===== config.mk =====
export PLATFORM = sky130hd
export DESIGN_NAME = gmac_unit
export DESIGN_NICKNAME = d
export VERILOG_FILES = /design/src/rtl/gmac_pkg.sv /design/src/rtl/gmac_mult.sv /design/src/rtl/gmac_acc.sv /design/src/rtl/gmac_readout.sv /design/src/rtl/gmac_unit.sv
export SDC_FILE = /design/constraint.sdc
export NUM_CORES = 1
export LEC_CHECK = 0
export ABC_CLOCK_PERIOD_IN_PS = 6800
export BUFFER_PORTS_ARGS = -buffer_cell sky130_fd_sc_hd__buf_2
export CORE_MARGIN = 3
export CORE_UTILIZATION = 50
export DETAILED_ROUTE_END_ITERATION = 10
export GPL_TIMING_DRIVEN = 1
export MAX_ROUTING_LAYER = met4
export PLACE_DENSITY = 0.74
export SYNTH_ARGS = -nofsm -noshare
export SYNTH_HDL_FRONTEND = slang
export SYNTH_HIERARCHICAL = 1
export SYNTH_SLANG_ARGS = --single-unit

===== constraint.sdc =====
create_clock -name clk -period 6.8 [get_ports clk]
set_input_delay 0.34 -clock clk [delete_from_list [all_inputs] [get_ports clk]]
set_output_delay 0.34 -clock clk [all_outputs]
set_load 0.005 [all_outputs]

===== src/rtl/gmac_pkg.sv =====
package gmac_pkg;
  localparam int unsigned OPERAND_W = 16;
  localparam int unsigned GUARD_W   = 8;

  typedef enum logic {
    READ_WRAP = 1'b0,
    READ_SAT  = 1'b1
  } gmac_read_e;
endpackage


===== src/rtl/gmac_mult.sv =====
module gmac_mult #(
  parameter int unsigned OP_W = 16,
  localparam int unsigned PROD_W = 2 * OP_W
) (
  input  logic [OP_W-1:0]   a_i,
  input  logic [OP_W-1:0]   b_i,
  output logic [PROD_W-1:0] prod_o
);
  function automatic logic [PROD_W-1:0] smul(input logic [OP_W-1:0] x,
                                             input logic [OP_W-1:0] y);
    logic signed [PROD_W-1:0] xs, ys;
    xs = PROD_W'(signed'(x));
    ys = PROD_W'(signed'(y));
    return xs * ys;
  endfunction

  assign prod_o = smul(a_i, b_i);
endmodule


===== src/rtl/gmac_acc.sv =====
module gmac_acc #(
  parameter int unsigned PROD_W = 32,
  parameter int unsigned GUARD_W = 8,
  localparam int unsigned ACC_W = PROD_W + GUARD_W
) (
  input  logic              clk,
  input  logic              rst_n,
  input  logic              clr_i,
  input  logic              en_i,
  input  logic [PROD_W-1:0] prod_i,
  output logic [ACC_W-1:0]  acc_d_o,
  output logic [ACC_W-1:0]  acc_q_o,
  output logic              flag_q_o
);
  function automatic logic [ACC_W-1:0] widen(input logic [PROD_W-1:0] p);
    return {{GUARD_W{p[PROD_W-1]}}, p};
  endfunction

  function automatic logic escapes(input logic [ACC_W-1:0] v);
    logic [GUARD_W:0] top;
    top = v[ACC_W-1:PROD_W-1];
    return !((&top) || !(|top));
  endfunction

  logic [ACC_W-1:0] acc_q;
  logic             flag_q;
  logic [ACC_W-1:0] acc_d;
  logic             flag_d;

  always_comb begin
    acc_d = acc_q;
    if (clr_i && en_i)      acc_d = widen(prod_i);
    else if (clr_i)         acc_d = '0;
    else if (en_i)          acc_d = acc_q + widen(prod_i);
    flag_d = (clr_i ? 1'b0 : flag_q) | escapes(acc_d);
  end

  always_ff @(posedge clk or negedge rst_n) begin
    if (!rst_n) begin
      acc_q  <= '0;
      flag_q <= 1'b0;
    end else begin
      acc_q  <= acc_d;
      flag_q <= flag_d;
    end
  end

  assign acc_d_o  = acc_d;
  assign acc_q_o  = acc_q;
  assign flag_q_o = flag_q;
endmodule


===== src/rtl/gmac_readout.sv =====
module gmac_readout
  import gmac_pkg::*;
#(
  parameter int unsigned PROD_W = 32,
  parameter int unsigned GUARD_W = 8,
  localparam int unsigned ACC_W = PROD_W + GUARD_W
) (
  input  logic [ACC_W-1:0]  acc_i,
  input  logic              sat_i,
  output logic [PROD_W-1:0] res_o,
  output logic              oor_o
);
  localparam logic [PROD_W-1:0] POS_LIM = {1'b0, {(PROD_W-1){1'b1}}};
  localparam logic [PROD_W-1:0] NEG_LIM = {1'b1, {(PROD_W-1){1'b0}}};

  function automatic logic out_of_range(input logic [ACC_W-1:0] v);
    logic [GUARD_W:0] top;
    top = v[ACC_W-1:PROD_W-1];
    return !((&top) || !(|top));
  endfunction

  function automatic logic [PROD_W-1:0] narrow(input logic [ACC_W-1:0] v,
                                               input gmac_read_e m);
    if (m == READ_SAT && out_of_range(v))
      return v[ACC_W-1] ? NEG_LIM : POS_LIM;
    return v[PROD_W-1:0];
  endfunction

  assign oor_o = out_of_range(acc_i);
  assign res_o = narrow(acc_i, gmac_read_e'(sat_i));
endmodule


===== src/rtl/gmac_unit.sv =====
module gmac_unit
  import gmac_pkg::*;
#(
  parameter int unsigned OP_W = OPERAND_W,
  parameter int unsigned GRD_W = GUARD_W,
  localparam int unsigned PROD_W = 2 * OP_W,
  localparam int unsigned ACC_W = PROD_W + GRD_W
) (
  input  logic              clk,
  input  logic              rst_n,
  input  logic              clr_i,
  input  logic              acc_en_i,
  input  logic              sat_mode_i,
  input  logic [OP_W-1:0]   op_a_i,
  input  logic [OP_W-1:0]   op_b_i,
  output logic [PROD_W-1:0] result_o,
  output logic              ovf_o
);
  logic [PROD_W-1:0] prod_w;
  logic [ACC_W-1:0]  acc_next_w;
  logic [ACC_W-1:0]  acc_w;
  logic              sticky_w;
  logic              acc_oor_w;

  gmac_mult #(.OP_W(OP_W)) u_mult (
    .a_i    (op_a_i),
    .b_i    (op_b_i),
    .prod_o (prod_w)
  );

  gmac_acc #(.PROD_W(PROD_W), .GUARD_W(GRD_W)) u_acc (
    .clk      (clk),
    .rst_n    (rst_n),
    .clr_i    (clr_i),
    .en_i     (acc_en_i),
    .prod_i   (prod_w),
    .acc_d_o  (acc_next_w),
    .acc_q_o  (acc_w),
    .flag_q_o (sticky_w)
  );

  gmac_readout #(.PROD_W(PROD_W), .GUARD_W(GRD_W)) u_read (
    .acc_i (acc_w),
    .sat_i (sat_mode_i),
    .res_o (result_o),
    .oor_o (acc_oor_w)
  );

  assign ovf_o = sticky_w;
endmodule


==> summary.txt <==
outcome - finished, violations left
failing checks - setup timing
Critical Path End - u_acc/flag_q_o
HPWL after DPL - 33.2 mm
standard-cell rows - 61
Final #Nets - 2456
CTS H-tree lvls - 2
Sink Count - 41
Fmax - 126 MHz
Num CTS Buffers - 5
Crit path depth - 35
crit path capture type - flop
CTS tree - built
antenna violations before repair - 0
diodes inserted - 0
layout cell share with drive strength beyond 1 - 33.3%
vias - 13200
Global Route Usage Sum - 27.9%
commonest non-fill, non-tap cell in the layout - buf_4
clk_lat worst skew - 0.29 ns
GP Congestion - 0.954
Clock Pin Slew Worst Setup and Hold Paths - 0.07 ns
Min Hold Slack - 0.224 ns
Mean Syn Cell Area - 8.66 um^2
final-report hold violation count - 0
core area - 0.0282 mm^2
CP max FO - 5
worst rel slew slack - 28.4%
number of global-route vias before repair - 14400
number of port buffers - 69
unrepaired setup endpoints after global routing - true
Startpoint Class - primary input
Initial DRC Count - 834
Die Y - 176 um
Post-Syn Instances - 1671
Post-DRT Antenna Nets - 0
Reg-to-Reg Start - u_acc/acc_q_o[0]
Fill cells - 2059
first-pass detailed-route iteration total - 5
Hold Crit Class - primary input to asynchronous set/reset pin
Worst EP arrival - 8.10 ns
critical path startpoint - op_b_i[4]
minimum clock period - 7.93 ns
deepest clock path buffer count - 2
CP required - 6.97 ns
Post-Syn Nets - 2092
Root Buffer - clkbuf_16
area growth from synthesis to layout - 34.5%
largest net degree at the start of global routing - 42
Final Skew - 0.0114 ns
Yosys warnings - 6
Slew @ Worst Pin - 1.07 ns
Vias per Instance - 5.47
Ports - 70
Max-Cap Viols - 0
Critical Path Max Stage Delay - 0.55 ns
Cell Area, Synth - 0.0145 mm^2
post-cts hold buffer count - 0
worst path bufs/invs - 8
Max Slew Vio Count - 0
reg2reg setup slack - 3.51 ns
commonest cells after routing, fill and taps aside - 325 x buf_4, 281 x inv_1, 248 x fa_1, 184 x nand2_1, 109 x and2_1
global-route wire length before repair - 68.8 mm
Slowest-stage cell, CP - fa_2
post-DR wirelength/cell - 17.4 um
Die ar. - 0.0310 mm^2
Starting Density - 51.4%
CP top delay family - adder cells
Setup Crit Path Kind - primary input to flop
DRC errors left - 0
Place WS - -1.58 ns
DRT Wirelength - 41.9 mm
R2R depth - 13
die width - 176 um
crit share post-route - 117%
Final setup viols - 22
worst r2r dst - u_acc/flag_q_o
min setup slack post-route - -1.13 ns
grt total ovfl - 0
layout make-up:
cell class	count	area (um^2)	area share, %
repair buffers	422	3320	17.1
flip-flops and latches	41	1030	5.27
clock buffers	6	139	0.713
clock inverters	2	37.5	0.193
multi-input cells	1259	13300	68.4
inverters	306	1150	5.91
well taps	378	473	2.43
layer usage:
layer  vias to the layer above  wire, um  global-route usage [%]  share of wire, %
met2                       351     21600                    49.0                51
li1                       6036         -                       -                 -
met3                        86      1880                    3.01               4.5
met1                      6723     17400                    34.7                41
met5                         -         0                       -                 0
met4                         0      1100                    7.06               2.6
stage by stage:
step	utilization, %	cell area [um^2]	std cells	setup TNS (ns)
after floorplan	-	14900	1671	-6.54
after global placement	62.4	17600	2350	-21.71
after detailed placement	62.4	17600	2350	-24.95
after CTS	66.9	18800	2402	-12.09
after global routing	69.1	19500	2414	-18.83
final	69.1	19500	2414	-13.50
worst min-delay path by stage:
| stage | from | to | slack, ns | cells after the start |
|---|---|---|---|---|
| after floorplan | rst_n | u_acc/acc_q_o[0] | 0.04 | 0 |
| after global placement | u_acc/acc_q_o[3] | u_acc/acc_q_o[3] | 0.49 | 2 |
| after detailed placement | u_acc/acc_q_o[3] | u_acc/acc_q_o[3] | 0.52 | 2 |
| after CTS | rst_n | u_acc/acc_q_o[9] | 0.26 | 1 |
| after global routing | rst_n | u_acc/acc_q_o[10] | 0.31 | 1 |
| final | rst_n | u_acc/acc_q_o[10] | 0.22 | 1 |
registers in the layout, summed over array words and instances (netlist names):
signal / flops
u_acc/flag_q_o: 1
u_acc/acc_q_o: 40
timing repair:
action                                  4_1_cts  5_1_grt
endpoints found under the setup margin       26       27
cloned                                        1        0
setup buffers                                45       14
pin swaps                                   128       72
resized for setup                           173      130
Power is left out: the tool's default activity adds up to more than one toggle a clock period on the data nets, which glitch-free logic cannot reach.
